==> src/rtl/pot_pkg.sv <==
package pot_pkg;
  typedef enum logic [1:0] {
    PH_IDLE  = 2'd0,
    PH_START = 2'd1,
    PH_RUN   = 2'd2,
    PH_FAULT = 2'd3
  } phase_e;
endpackage

==> src/rtl/pot_start_window.sv <==
module pot_start_window #(
  parameter int START_MS = 60,
  parameter int SLACK_MS = 5
) (
  input  logic clk,
  input  logic rst_n,
  input  logic active,
  input  logic tick,
  input  logic ovl,
  output logic done,
  output logic fail
);
  localparam int EW       = $clog2(START_MS + 1);
  localparam int SW       = EW + 1;
  localparam int FAIL_MIN = START_MS - SLACK_MS;

  logic [EW-1:0] elapsed;
  logic [EW-1:0] ovl_cnt;
  logic [SW-1:0] ovl_sum;

  // the tick being sampled now is included in the verdict
  assign ovl_sum = {1'b0, ovl_cnt} + SW'(ovl);
  assign done    = active && tick && (elapsed == EW'(START_MS - 1));
  assign fail    = (ovl_sum >= SW'(FAIL_MIN));

  always_ff @(posedge clk) begin
    if (!rst_n || !active) begin
      elapsed <= '0;
      ovl_cnt <= '0;
    end else if (tick && (elapsed != EW'(START_MS))) begin
      elapsed <= elapsed + EW'(1);
      if (ovl) ovl_cnt <= ovl_cnt + EW'(1);
    end
  end

  // overloaded ticks can never outnumber elapsed ticks
  a_r2_count_bound: assert property (@(posedge clk) disable iff (!rst_n)
    ovl_cnt <= elapsed);
  // the window only advances on a tick
  a_r11_tick_gates_window: assert property (@(posedge clk) disable iff (!rst_n)
    (elapsed > $past(elapsed)) |-> $past(tick));
endmodule

==> src/rtl/pot_leaky_integrator.sv <==
module pot_leaky_integrator #(
  parameter int CUT_MS = 60,
  parameter int RATIO  = 16
) (
  input  logic clk,
  input  logic rst_n,
  input  logic active,
  input  logic tick,
  input  logic ovl,
  output logic trip
);
  localparam int TRIP = CUT_MS * RATIO;
  localparam int AW   = $clog2(TRIP + 1);
  localparam int SW   = AW + 1;

  logic [AW-1:0] acc;
  logic [SW-1:0] up_sum;

  assign up_sum = {1'b0, acc} + SW'(RATIO);
  assign trip   = active && tick && ovl && (up_sum >= SW'(TRIP));

  always_ff @(posedge clk) begin
    if (!rst_n || !active) begin
      acc <= '0;
    end else if (tick) begin
      if (ovl) begin
        acc <= (up_sum >= SW'(TRIP)) ? AW'(TRIP) : up_sum[AW-1:0];
      end else if (acc != '0) begin
        acc <= acc - AW'(1);
      end
    end
  end

  // level never passes the trip ceiling
  a_r4_ceiling: assert property (@(posedge clk) disable iff (!rst_n)
    acc <= AW'(TRIP));
  // a rise only follows an overloaded tick
  a_r4_rise_cause: assert property (@(posedge clk) disable iff (!rst_n)
    (acc > $past(acc)) |-> $past(tick && ovl));
  // a fall only follows a clean tick or a clear
  a_r11_fall_cause: assert property (@(posedge clk) disable iff (!rst_n)
    (acc < $past(acc)) |-> ($past(tick && !ovl) || $past(!active)));
endmodule

==> src/rtl/port_overload_timer.sv <==
module port_overload_timer #(
  parameter int START_MS = 60,
  parameter int SLACK_MS = 5,
  parameter int CUT_MS   = 60,
  parameter int RATIO    = 16
) (
  input  logic clk,
  input  logic rst_n,
  input  logic ms_tick,
  input  logic port_on,
  input  logic overload,
  input  logic supply_fault,
  input  logic clamp_trip,
  output logic start_fault,
  output logic cut_fault,
  output logic pwr_good,
  output logic port_off
);
  import pot_pkg::*;

  phase_e phase, phase_nxt;
  logic   win_active, int_active;
  logic   win_done, win_fail, int_trip;
  logic   s_nxt, c_nxt, g_nxt;

  assign win_active = port_on && (phase == PH_START);
  assign int_active = port_on && (phase == PH_RUN);

  pot_start_window #(.START_MS(START_MS), .SLACK_MS(SLACK_MS)) u_win (
    .clk(clk), .rst_n(rst_n), .active(win_active), .tick(ms_tick),
    .ovl(overload), .done(win_done), .fail(win_fail)
  );

  pot_leaky_integrator #(.CUT_MS(CUT_MS), .RATIO(RATIO)) u_int (
    .clk(clk), .rst_n(rst_n), .active(int_active), .tick(ms_tick),
    .ovl(overload), .trip(int_trip)
  );

  always_comb begin
    phase_nxt = phase;
    s_nxt     = 1'b0;
    c_nxt     = 1'b0;
    g_nxt     = 1'b0;
    if (!port_on) begin
      phase_nxt = PH_IDLE;
    end else begin
      unique case (phase)
        PH_IDLE:  phase_nxt = PH_START;
        PH_START, PH_RUN: begin
          if (supply_fault) begin
            phase_nxt = PH_FAULT;
          end else if (clamp_trip) begin
            c_nxt     = 1'b1;
            phase_nxt = PH_FAULT;
          end else if (win_done) begin
            if (win_fail) begin
              s_nxt     = 1'b1;
              phase_nxt = PH_FAULT;
            end else begin
              g_nxt     = 1'b1;
              phase_nxt = PH_RUN;
            end
          end else if (int_trip) begin
            c_nxt     = 1'b1;
            phase_nxt = PH_FAULT;
          end
        end
        PH_FAULT: phase_nxt = PH_FAULT;
        default:  phase_nxt = PH_IDLE;
      endcase
    end
  end

  always_ff @(posedge clk) begin
    if (!rst_n) begin
      phase       <= PH_IDLE;
      start_fault <= 1'b0;
      cut_fault   <= 1'b0;
      pwr_good    <= 1'b0;
      port_off    <= 1'b0;
    end else begin
      phase       <= phase_nxt;
      start_fault <= s_nxt;
      cut_fault   <= c_nxt;
      pwr_good    <= g_nxt;
      port_off    <= (phase_nxt == PH_FAULT);
    end
  end

  // events are exclusive single-cycle pulses
  a_r12_exclusive: assert property (@(posedge clk) disable iff (!rst_n)
    $onehot0({start_fault, cut_fault, pwr_good}));
  a_r12_cut_pulse: assert property (@(posedge clk) disable iff (!rst_n)
    cut_fault |=> !cut_fault);
  a_r12_start_pulse: assert property (@(posedge clk) disable iff (!rst_n)
    start_fault |=> !start_fault);
  // clamp trip ends power with a cut event
  a_r7_clamp_cut: assert property (@(posedge clk) disable iff (!rst_n)
    (port_on && clamp_trip && !supply_fault && (phase == PH_START || phase == PH_RUN))
      |=> (cut_fault && port_off));
  // supply loss turns off silently
  a_r8_supply_silent: assert property (@(posedge clk) disable iff (!rst_n)
    (port_on && supply_fault && (phase == PH_START || phase == PH_RUN))
      |=> (port_off && !cut_fault && !start_fault && !pwr_good));
  // dropping port_on releases the off request
  a_r9_release: assert property (@(posedge clk) disable iff (!rst_n)
    !port_on |=> !port_off);
  // a faulted port stays off and quiet
  a_r10_hold: assert property (@(posedge clk) disable iff (!rst_n)
    (port_on && phase == PH_FAULT)
      |=> (port_off && !cut_fault && !start_fault && !pwr_good));
endmodule

==> config.mk <==
export PLATFORM = sky130hd
export DESIGN_NAME = port_overload_timer
export DESIGN_NICKNAME = d
export VERILOG_FILES = /design/src/rtl/pot_pkg.sv /design/src/rtl/pot_start_window.sv /design/src/rtl/pot_leaky_integrator.sv /design/src/rtl/port_overload_timer.sv
export SDC_FILE = /design/constraint.sdc
export NUM_CORES = 1
export LEC_CHECK = 0
export BUFFER_PORTS_ARGS = -buffer_cell sky130_fd_sc_hd__buf_2
export CORE_AREA = 2 2 62 64
export DETAILED_ROUTE_END_ITERATION = 6
export DIE_AREA = 0 0 64 66
export GPL_TIMING_DRIVEN = 0
export MAX_ROUTING_LAYER = met4
export PLACE_DENSITY = 0.71
export REMOVE_ABC_BUFFERS = 1
export SLEW_MARGIN = 20
export SYNTH_ARGS = -nofsm -noshare
export SYNTH_HDL_FRONTEND = slang
export SYNTH_SLANG_ARGS = --single-unit
==> constraint.sdc <==
create_clock -name clk -period 5 [get_ports clk]
set_input_delay 0.25 -clock clk [delete_from_list [all_inputs] [get_ports clk]]
set_output_delay 0.25 -clock clk [all_outputs]
set_load 0.1 [all_outputs]
After elaboration in Yosys (flattened, before gate mapping)
Index checks and enable logic that the tools add are counted.
{"block": "word_totals", "input_bits": 7, "ff_bits": 28, "wordCells": 61}
{"block": "classes", "n_bitwise": 4, "add_sub_neg": 5, "eq_ne": 6, "n_reduce_logical": 21, "magnitude_cmp": 2, "mux": 15}
{"operator": "$mux W10", "n": 3}
{"operator": "$add A6 B1 Y6 const B", "n": 2}
{"operator": "$add A10 B5 Y11 const B", "n": 1}
{"operator": "$ge A11 B10 Y1 const B", "n": 1}
{"operator": "$mux W2", "n": 5}
{"operator": "$reduce_bool A10 Y1", "n": 1}
{"operator": "$sub A10 B1 Y10 const B", "n": 1}
{"operator": "$logic_and A1 B1 Y1", "n": 8}
{"operator": "$add A6 B1 Y7", "n": 1}
{"operator": "$ge A7 B6 Y1 const B", "n": 1}
{"operator": "$eq A2 B2 Y1 const B", "n": 3}
{"operator": "$eq A6 B6 Y1 const B", "n": 1}
{"operator": "$mux W1", "n": 6}
{"operator": "$ne A6 B6 Y1 const B", "n": 1}
{"operator": "$pmux W2 S3", "n": 1}
{"operator": "$reduce_or A6 Y1", "n": 1}
{"operator": "$not A1 Y1", "n": 4}
{"operator": "$reduce_and A2 Y1", "n": 2}
{"operator": "$reduce_or A4 Y1", "n": 1}
{"operator": "$logic_not A1 Y1", "n": 3}
{"operator": "$eq A2 B1 Y1 const B", "n": 1}
{"operator": "$logic_not A2 Y1", "n": 1}
{"operator": "$logic_or A1 B1 Y1", "n": 2}
{"operator": "$reduce_bool A2 Y1", "n": 1}
{"operator": "$reduce_or A2 Y1", "n": 1}

Longest topological paths before layout
Gate-level depths: netlist of the first run.
{"block": "depth", "ltp_word": 12, "ltp_mapped": 9, "mapped_depth_nobuf": 7}

Modules after synthesis
From an unflattened synthesis of the first run, not the netlist that was laid out.
{"block": "unflattened", "hier_cells": 240, "area_unflattened_um2": 1984.4}
{"module": "pot_leaky_integrator", "n_inst": 1, "seq_area_each_um2": 200.2, "area_per_inst_um2": 952.2, "cells_each": 125}
{"module": "pot_start_window", "n_inst": 1, "seq_area_each_um2": 240.2, "area_per_inst_um2": 709.4, "cells_each": 81}
{"module": "port_overload_timer", "n_inst": 1, "seq_area_each_um2": 120.1, "area_per_inst_um2": 322.8, "cells_each": 34}

Worst setup path after synthesis of the first run
No wires, ideal clock.
{"block": "synth_timing", "kind": "register -> register", "start": "register u_win.ovl_cnt[0]", "end": "register pwr_good", "path_stages_with_launch": 8, "period_less_slack_ns": 1.933, "setup_ns": 0.118, "path_buffers": 0, "path_slack_ns": 3.067, "t_required_ns": 4.882, "arrival_time_ns": 1.815, "path_cell_list": "dfxtp_1 ha_1 ha_1 nand3b_1 or4b_1 a21boi_0 o22ai_1 nor3b_1"}
{"block": "synth_via", "elab_chain_cells": 3}
{"item": "start, declared", "line_no": "pot_start_window.sv:18", "text": "logic [EW-1:0] ovl_cnt;"}
{"item": "start signal, assigned", "line_no": "pot_start_window.sv:32", "text": "if (ovl) ovl_cnt <= ovl_cnt + EW'(1);"}
{"item": "$add A6 B1 Y7", "line_no": "pot_start_window.sv:22", "text": "assign ovl_sum = {1'b0, ovl_cnt} + SW'(ovl);"}
{"item": "$ge A7 B6 Y1", "line_no": "pot_start_window.sv:24", "text": "assign fail = (ovl_sum >= SW'(FAIL_MIN));"}
{"item": "$mux W1", "line_no": "port_overload_timer.sv:56", "text": "if (win_fail) begin"}
{"item": "end signal, assigned", "line_no": "port_overload_timer.sv:85", "text": "pwr_good <= g_nxt;"}
{"item": "end, declared", "line_no": "port_overload_timer.sv:16", "text": "output logic pwr_good,"}
Every way passes these cells.
A chain may end at the register's enable or synchronous reset.

Final worst setup path of the first run
{"block": "layout_timing", "start": "register u_int.acc[4]", "end": "register u_int.acc[6]"}
{"block": "layout_via", "elab_chain_cells": 4, "elab_cells_between_ends": 9}
{"item": "start, declared", "line_no": "pot_leaky_integrator.sv:16", "text": "logic [AW-1:0] acc;"}
{"item": "start signal, assigned", "line_no": "pot_leaky_integrator.sv:27", "text": "acc <= (up_sum >= SW'(TRIP)) ? AW'(TRIP) : up_sum[AW-1:0];"}
{"item": "start signal, assigned", "line_no": "pot_leaky_integrator.sv:29", "text": "acc <= acc - AW'(1);"}
{"item": "$add A10 B5 Y11", "line_no": "pot_leaky_integrator.sv:19", "text": "assign up_sum = {1'b0, acc} + SW'(RATIO);"}
{"item": "$ge A11 B10 Y1", "line_no": "pot_leaky_integrator.sv:27"}
{"item": "$mux W10", "line_no": "pot_leaky_integrator.sv:27"}
{"item": "$mux W10", "line_no": "pot_leaky_integrator.sv:26", "text": "if (ovl) begin"}
Several ways; a longest one is shown, not always the timed one. The select of a mux whose other input is x is not followed.

==> parameters.txt, run 1 <==
Parameter                              Value

Status
  Outcome    completed

STA
  Unrepaired setup endpoints after global routing    false
  Minimum clock period after layout    2240 ps
  Number of failing setup endpoints in the final timing report    0
  Final period util    44.7%
  Setup clock skew after layout    8.47 ps
  Post-route setup TNS    0 ps
  Fin. max-slew vios    0
  Relative slew slack    46.8%
  Upper clock frequency limit    447 MHz
  Transition time at the pin with the least slew margin    795 ps
  Number of failing hold endpoints at the final stage    0

Yosys
  Sequential cell area fraction in the yosys report    29.8%
  Most used standard cell by instance count after synthesis    sky130_fd_sc_hd__dfxtp_1
  EDFF count, synth    0
  Post-synthesis average cell area    8.29 um^2
  Post-synthesis instance area    1880 um^2
  Synth area leaders    sky130_fd_sc_hd__dfxtp_1 30%, sky130_fd_sc_hd__ha_1 8.6%, sky130_fd_sc_hd__a21oi_1 5.1%, sky130_fd_sc_hd__nor2_1 4.6%, sky130_fd_sc_hd__nand2_1 4.0%
  Yosys cell types    56
  #FFs+latches synth    28
  Cell taking the most area after synthesis    sky130_fd_sc_hd__dfxtp_1
  Yosys top cell area share    29.8%
  Synthesized instance count    227
  Most common library cells after synthesis    28 x sky130_fd_sc_hd__dfxtp_1, 23 x sky130_fd_sc_hd__nor2_1, 20 x sky130_fd_sc_hd__nand2_1
  Most instantiated flip-flop cell in the synthesis netlist    sky130_fd_sc_hd__dfxtp_1
  Synth warnings    0
  FFs w/ async S/R, synth    0%

Clock tree
  Post-CTS setup buffer count    0
  Clock net sink count    28
  Max clock buf depth    2
  CTS tree    built
  TritonCTS buffer count    3
  Post-cts hold buffer count    0
  Number of H-tree levels    1
  Resize count post-CTS    0
  Root Driver    sky130_fd_sc_hd__clkbuf_4
  Clock edge transition at the registers on the reported setup and hold paths    160 ps
  Clock Latency Late Sink    340 ps

GRT
  Via count of the first global-routing pass    1,437
  Total global routing overflow    0
  Wire length of the first global-routing pass    6.48 mm
  Maximum number of pins on one net before global-route repair    17
  Number of antenna violations at the first check in global routing    0
  Overall Global Routing Usage    19.8%

Drt
  Total wire length    3.87 mm
  Count of vias placed by the detailed router    1,651
  Drt wl/cell    13.9 um
  Via count normalized by instance count    5.92
  First-pass detailed-route iteration total    4
  Number of nets with antenna violations after detailed routing    0
  Number of remaining DRC errors    0
  DRT iter0 DRCs    87

Worst setup path
  Maximum fanout along the worst path    10
  Startpoint type of the worst setup path    flip-flop
  Startpoint of the worst-slack reg-to-reg timing path    u_int.acc[4]
  Type of the worst setup path    flip-flop to flip-flop
  Endpoint of the most critical register-to-register path    u_int.acc[6]
  Worst reg-to-reg setup slack    2760 ps
  Depth of the worst register-to-register path    6
  Data arrival at the endpoint of the critical path    2480 ps
  CP Capture Type    flip-flop
  Data required time at the worst endpoint    5240 ps

Pwr
  VDD IR-drop max    158 uV
  Pwr/cell area    209 nW/um^2
  Leakage Power    0.723 nW

Floorplan
  Height of the die    66 um
  Initial Utilization    53.0%
  Floorplan die width    64 um
  Die outline area    4220 um^2
  Core Region    3550 um^2
  Count of standard-cell rows    22
  Number of top-level pins    11

Min path
  Launch point of the worst hold path    supply_fault
  Worst Hold Class    input port to flip-flop
  WHS Endpoint    cut_fault
  Number of cells traversed by the worst hold path    2

Cells and area
  Layout fillers    343
  Post-layout instance count excluding filler cells    279
  Share of cells above drive strength 1    12.6%
  Total area of multi-input combinational cells    1190 um^2
  Final antenna diode count    0
  Net count of the finished layout    252
  P&R area growth vs syn    3.99%
  Reg area    561 um^2

Place
  IO Port Bufs    10
  Last weighted congestion value of the routability-driven placer    0.860
  Placed insts    275
  Final HPWL DP    2.72 mm

Job
  MaxCap Viol Count    0
registers in the layout, indices dropped and copies added (netlist names):
signal,count
port_off,1
u_win.elapsed,6
pwr_good,1
start_fault,1
phase,2
cut_fault,1
u_win.ovl_cnt,6
u_int.acc,10
final cells by class:
type	count	area share [%]
multi-input combinational	177	60.7
sequential	28	28.6
tap	48	3.07
timing repair buffer	10	2.56
inverter	12	2.30
clock inverter	1	1.53
clock buffer	3	1.15
power breakdown:
group	internal, mW	switching (mW)
Clock	0.0812	0.0717
Combinational	0.0110	0.0201
Sequential	0.224	0.00103
Total	0.316	0.0929
cell families (layout without fill, tap and decap cells):
family / count (synthesis) / count (layout) / share of synthesized area (%)
AND/OR/NAND/NOR: 91 / 91 / 25.4
XOR/XNOR: 7 / 7 / 3.26
buffers and inverters: 22 / 26 / 7.05
multiplexers: 4 / 4 / 2.13
flip-flops: 28 / 28 / 29.8
adder cells (fa/ha/maj): 13 / 13 / 8.64
AO/OA/AOI/OAI: 62 / 62 / 23.7
critical path, cell delays in order (launching register included):
cell                       delay, ps
sky130_fd_sc_hd__dfxtp_1         530
sky130_fd_sc_hd__ha_1            290
sky130_fd_sc_hd__and4bb_1        250
sky130_fd_sc_hd__a221o_2         450
sky130_fd_sc_hd__a31oi_4         350
sky130_fd_sc_hd__a211o_2         190
sky130_fd_sc_hd__a31oi_1          60
metal layers:
metal,share of wire (%),up-vias,track usage [%]
li1,-,841,-
met4,1.6,0,6.25
met1,50,771,26.0
met2,45,30,30.6
met5,0,-,-
met3,3.2,9,4.26
worst max path at each step:
stage,startpoint,end,slack (ps)
final,u_int.acc[4],u_int.acc[6],2760
after global routing,u_win.ovl_cnt[0],start_fault,2600
after CTS,u_win.ovl_cnt[0],pwr_good,2770
after global placement,overload,pwr_good,2690
after floorplan,u_win.ovl_cnt[0],pwr_good,3070
after detailed placement,overload,pwr_good,2630
cells in the final DEF (no fill, tap or decap), drive strengths merged, types with 3 or more instances in the layout:
cell type  synthesis  routed
inv               12      12
or3                7       7
buf                4      10
nand4              3       3
mux2i              4       4
a31oi              5       5
nand2b             3       3
dfxtp             28      28
a21oi             19      19
nand2             20      20
nor3               8       8
and3               4       4
o21ai             10      10
xor2               3       3
a211oi             5       5
and2               3       3
nor2              23      23
clkbuf             6       3
xnor2              4       4
ha                13      13
nand3             10      10
through the flow:
stage / cell area, um^2 / worst slack, ps / util (%) / power [mW] / hold slack (ps)
after global routing: 1960 / 2600 / 55.1 / 0.426 / 54.9
after CTS: 1960 / 2770 / 55.1 / 0.412 / 56.7
after floorplan: 1790 / 3070 / - / 0.249 / 326
final: 1960 / 2760 / 55.1 / 0.409 / 62.7
after global placement: 1900 / 2690 / 53.6 / 0.260 / 433
after detailed placement: 1900 / 2630 / 53.6 / 0.260 / 438
(Power assumes the default switching activity.)
==> run 2: changes to the inputs <==
CORE_AREA = 2 2 63 65   (was 2 2 62 64)
DIE_AREA = 0 0 65 67   (was 0 0 64 66)
PLACE_DENSITY = 0.72   (was 0.71)
clock period = 1.9 ns   (was 5 ns; I/O delays follow)
==> parameters.txt, run 2 (synthesis results as in run 1) <==
Parameter                              Value

Status
  Outcome    finished with violations
  Violated checks    negative setup slack

Cells and area
  Total area of multi-input combinational cells    1310 um^2
  Layout fillers    311
  Final antenna diode count    0
  Register name with the most flops    u_int.acc
  Post-layout instance count excluding filler cells    294
  Share of cells above drive strength 1    25.6%
  Reg area    576 um^2
  Most used cells in the layout excluding fill and tap cells    23 x sky130_fd_sc_hd__nor2_1, 20 x sky130_fd_sc_hd__nand2_1, 20 x sky130_fd_sc_hd__dfxtp_1
  P&R area growth vs syn    17.8%
  Net count of the finished layout    267
  Most common library cell in the layout ignoring fill and taps    sky130_fd_sc_hd__nor2_1
  Largest registers in the final layout    u_int.acc (10), u_win.elapsed (6), u_win.ovl_cnt (6)
  Number of flip-flops under the largest register name    10

Min path
  Launch point of the worst hold path    rst_n
  Worst Hold Class    input port to flip-flop

Worst setup path
  Startpoint of the worst-slack reg-to-reg timing path    u_win.ovl_cnt[0]
  Type of the worst setup path    flip-flop to flip-flop
  Data required time at the worst endpoint    2080 ps
  Launching instance or port of the critical path    u_win.ovl_cnt[0]
  Startpoint type of the worst setup path    flip-flop
  Maximum fanout along the worst path    4
  CP Capture Type    flip-flop
  Data arrival at the endpoint of the critical path    2120 ps

Drt
  DRT iter0 DRCs    92
  Total wire length    4.13 mm
  Number of remaining DRC errors    0
  Via count normalized by instance count    5.84
  First-pass detailed-route iteration total    4
  Number of nets with antenna violations after detailed routing    0
  Count of vias placed by the detailed router    1,718
  Drt wl/cell    14.0 um

Floorplan
  Initial Utilization    52.2%
  Floorplan die width    65 um
  Die outline area    4360 um^2
  Number of top-level pins    11
  Count of standard-cell rows    22
  Core Region    3610 um^2
  Height of the die    67 um

STA
  Number of failing setup endpoints in the final timing report    1
  Transition time at the pin with the least slew margin    482 ps
  Unrepaired setup endpoints after global routing    true
  Minimum hold slack    198 ps
  Final period util    102%
  Minimum clock period after layout    1940 ps
  Fin. max-slew vios    0
  Upper clock frequency limit    514 MHz
  Number of failing hold endpoints at the final stage    0
  Slack of the critical path    -44.0 ps
  Setup clock skew after layout    4.05 ps
  Relative slew slack    67.6%

Clock tree
  Root Driver    sky130_fd_sc_hd__clkbuf_8
  Number of H-tree levels    1
  Clock edge transition at the registers on the reported setup and hold paths    100 ps
  CTS tree    built
  TritonCTS buffer count    3
  Clock Latency Late Sink    280 ps
  Max clock buf depth    2
  Clock net sink count    28

Pwr
  Seq pwr share    50.1%
  Switching power total    0.264 mW
  Net Sw Frac    22.5%
  Share of power burned in the clock network    41.3%
  VDD IR-drop max    408 uV
  Leakage Power    0.808 nW
  Logic gate share of total power    8.6%
  Final total power    1.17 mW
  Cell-internal power    0.910 mW
  Pwr/cell area    530 nW/um^2

GRT
  Maximum number of pins on one net before global-route repair    17
  Overall Global Routing Usage    20.8%
  Number of antenna violations at the first check in global routing    0
  Wire length of the first global-routing pass    6.87 mm
  Total global routing overflow    0
  Via count of the first global-routing pass    1,594

Place
  Final HPWL DP    2.72 mm
  Placed insts    275
  IO Port Bufs    10
  Last weighted congestion value of the routability-driven placer    0.844

Job
  MaxCap Viol Count    0
[run 2: per-stage QoR]
stage / setup TNS, ps / worst slack (ps) / utilization, % / cell area [um^2]
floorplan: -97.7 / -33.1 / - / 1790
global placement: -2700 / -283 / 52.8 / 1900
detailed placement: -2980 / -295 / 52.8 / 1900
CTS: -109 / -67.6 / 59.3 / 2140
global route: -386 / -116 / 61.5 / 2220
finish: -44.0 / -44.0 / 61.5 / 2220
[run 2: metal layers]
layer | global-route usage (%) | vias to the layer above | wire length, um
li1 | - | 879 | -
met1 | 23.6 | 802 | 1850
met2 | 36.6 | 29 | 2080
met3 | 4.39 | 8 | 123
met4 | 6.38 | 0 | 74
met5 | - | - | 0
[run 2: worst max-delay path, cell delays in order (launching register included)]
cell and delay (ps):
sky130_fd_sc_hd__dfxtp_2 350, sky130_fd_sc_hd__ha_4 170, sky130_fd_sc_hd__ha_4 260, sky130_fd_sc_hd__nand3b_1 90, sky130_fd_sc_hd__or4b_1 490, sky130_fd_sc_hd__a21boi_2 190, sky130_fd_sc_hd__o22ai_4 120, sky130_fd_sc_hd__nor3b_2 180
[run 2: cell type report]
type,count,area share [%]
clock buffer,3,1.86
clock inverter,1,1.35
inverter,12,2.03
multi-input combinational,178,59.0
sequential,28,26.0
tap,48,2.71
timing repair buffer,24,7.11
[run 2: power by group through the flow]
stage	clock (mW)	sequential [mW]	combinational, mW
floorplan	0	0.607	0.0491
global placement	0	0.605	0.0794
detailed placement	0	0.605	0.0802
CTS	0.494	0.588	0.0945
global route	0.521	0.589	0.111
finish	0.485	0.588	0.101
[run 2: worst paths after layout]
path                  endpoint  depth (start not counted)  slack, ps
hold reg to reg   u_int.acc[1]                          2        500
setup reg to reg      pwr_good                          7        -40
hold / removal     start_fault                          3        200
setup / recovery      pwr_good                          7        -40
[run 2: what timing repair did]
action / in CTS / in global routing
pin swaps: 9 / 10
hold buffers: 1 / 0
cloned: 1 / 0
setup buffers: 11 / 2
endpoints found under the hold margin: 1 / 0
resized for setup: 17 / 12
endpoints found under the setup margin: 15 / 10
==> run 3: changes to the inputs <==
SETUP_SLACK_MARGIN = 0.02   (was not set)
==> parameters.txt, run 3 (synthesis results as in run 1) <==
Parameter                              Value

Floorplan
  Floorplan die width    65 um
  Number of top-level pins    11
  Die outline area    4360 um^2
  Height of the die    67 um
  Initial Utilization    52.2%
  Core Region    3610 um^2
  Count of standard-cell rows    22

Status
  Outcome    finished with violations
  Violated checks    negative setup slack

Worst setup path
  Maximum fanout along the worst path    4
  Data arrival at the endpoint of the critical path    2120 ps
  CP Capture Type    flip-flop
  Startpoint type of the worst setup path    flip-flop
  Data required time at the worst endpoint    2080 ps
  Type of the worst setup path    flip-flop to flip-flop

Pwr
  Pwr/cell area    530 nW/um^2
  Final total power    1.18 mW
  VDD IR-drop max    409 uV
  Leakage Power    0.812 nW

Drt
  Count of vias placed by the detailed router    1,716
  Via count normalized by instance count    5.82
  DRT iter0 DRCs    70
  Drt wl/cell    14.0 um
  Number of nets with antenna violations after detailed routing    0
  Number of remaining DRC errors    0
  Total wire length    4.12 mm
  First-pass detailed-route iteration total    4

Job
  MaxCap Viol Count    0

Place
  Final HPWL DP    2.72 mm
  Last weighted congestion value of the routability-driven placer    0.844
  IO Port Bufs    10

STA
  Minimum clock period after layout    1940 ps
  Slack of the critical path    -42.1 ps
  Upper clock frequency limit    515 MHz
  Fin. max-slew vios    0
  Relative slew slack    67.6%
  Post-route setup TNS    -42.1 ps
  Setup clock skew after layout    5.35 ps
  Number of failing hold endpoints at the final stage    0
  Transition time at the pin with the least slew margin    482 ps
  Number of failing setup endpoints in the final timing report    1
  Unrepaired setup endpoints after global routing    true
  Final period util    102%

Clock tree
  Number of H-tree levels    1
  CTS tree    built
  Clock Latency Late Sink    280 ps
  Clock net sink count    28
  Max clock buf depth    2
  TritonCTS buffer count    3
  Clock edge transition at the registers on the reported setup and hold paths    100 ps
  Root Driver    sky130_fd_sc_hd__clkbuf_8

GRT
  Overall Global Routing Usage    20.8%
  Total global routing overflow    0
  Number of antenna violations at the first check in global routing    0
  Wire length of the first global-routing pass    6.87 mm
  Maximum number of pins on one net before global-route repair    17
  Via count of the first global-routing pass    1,596

Min path
  Worst Hold Class    input port to flip-flop

Cells and area
  Number of flip-flops under the largest register name    10
  Register name with the most flops    u_int.acc
  Share of cells above drive strength 1    25.9%
  P&R area growth vs syn    17.9%
  Net count of the finished layout    268
  Most common library cell in the layout ignoring fill and taps    sky130_fd_sc_hd__nor2_1
  Final antenna diode count    0
  Largest registers in the final layout    u_int.acc (10), u_win.elapsed (6), u_win.ovl_cnt (6)
  Most used cells in the layout excluding fill and tap cells    23 x sky130_fd_sc_hd__nor2_1, 21 x sky130_fd_sc_hd__dfxtp_1, 20 x sky130_fd_sc_hd__nand2_1
-- run 3: layout make-up --
| class | instances | area (um^2) |
|---|---|---|
| multi-input cells | 178 | 1300 |
| repair buffers | 25 | 165 |
| clock buffers | 3 | 41.3 |
| fillers | 306 | 1390 |
| well taps | 48 | 60.1 |
| clock inverters | 1 | 30.0 |
| inverters | 12 | 45.0 |
| flip-flops and latches | 28 | 574 |
-- run 3: path summary, 6_finish.rpt --
kind / from / slack [ps] / to / cells after the start
setup / recovery: u_win.ovl_cnt[0] / -40 / pwr_good / 7
hold / removal: rst_n / 200 / start_fault / 3
setup reg to reg: u_win.ovl_cnt[0] / -40 / pwr_good / 7
hold reg to reg: u_int.acc[1] / 510 / u_int.acc[1] / 2
-- run 3: critical path: stages (launching register included) --
cell and delay (ps):
sky130_fd_sc_hd__dfxtp_2 350, sky130_fd_sc_hd__ha_4 170, sky130_fd_sc_hd__ha_4 260, sky130_fd_sc_hd__nand3b_1 90, sky130_fd_sc_hd__or4b_1 490, sky130_fd_sc_hd__a21boi_2 190
sky130_fd_sc_hd__o22ai_4 120, sky130_fd_sc_hd__nor3b_2 180
-- run 3: repair_timing --
| action | 4_1_cts | 5_1_grt |
|---|---|---|
| pin swaps | 10 | 10 |
| gates cloned | 1 | 0 |
| gates resized for setup | 18 | 10 |
| setup endpoints to repair | 15 | 10 |
| buffers inserted | 11 | 3 |
| endpoints found under the hold margin | 1 | 0 |
| hold buffers | 1 | 0 |
-- run 3: layer usage --
layer / track usage [%] / part of all wire, % / wire length, um / vias up
li1: - / - / - / 878
met4: 6.38 / 1.4 / 56 / 0
met3: 4.39 / 3.1 / 128 / 6
met5: - / 0 / 0 / -
met1: 23.6 / 44 / 1820 / 803
met2: 36.6 / 51 / 2110 / 29
-- run 3: power by group --
| part | internal [mW] | switching (mW) |
|---|---|---|
| combinational | 0.0426 | 0.0593 |
| sequential | 0.586 | 0.00221 |
| clock | 0.283 | 0.204 |
| total | 0.911 | 0.265 |
-- run 3: metrics by stage --
step	hold WS, ps	util, %	cell area [um^2]	setup slack, ps	instances
after floorplan	171	-	1790	-33.1	217
after global placement	284	52.8	1900	-283	275
after detailed placement	291	52.8	1900	-295	275
after CTS	181	59.3	2140	-67.6	292
after global routing	194	61.5	2220	-116	295
final	199	61.5	2220	-42.1	295
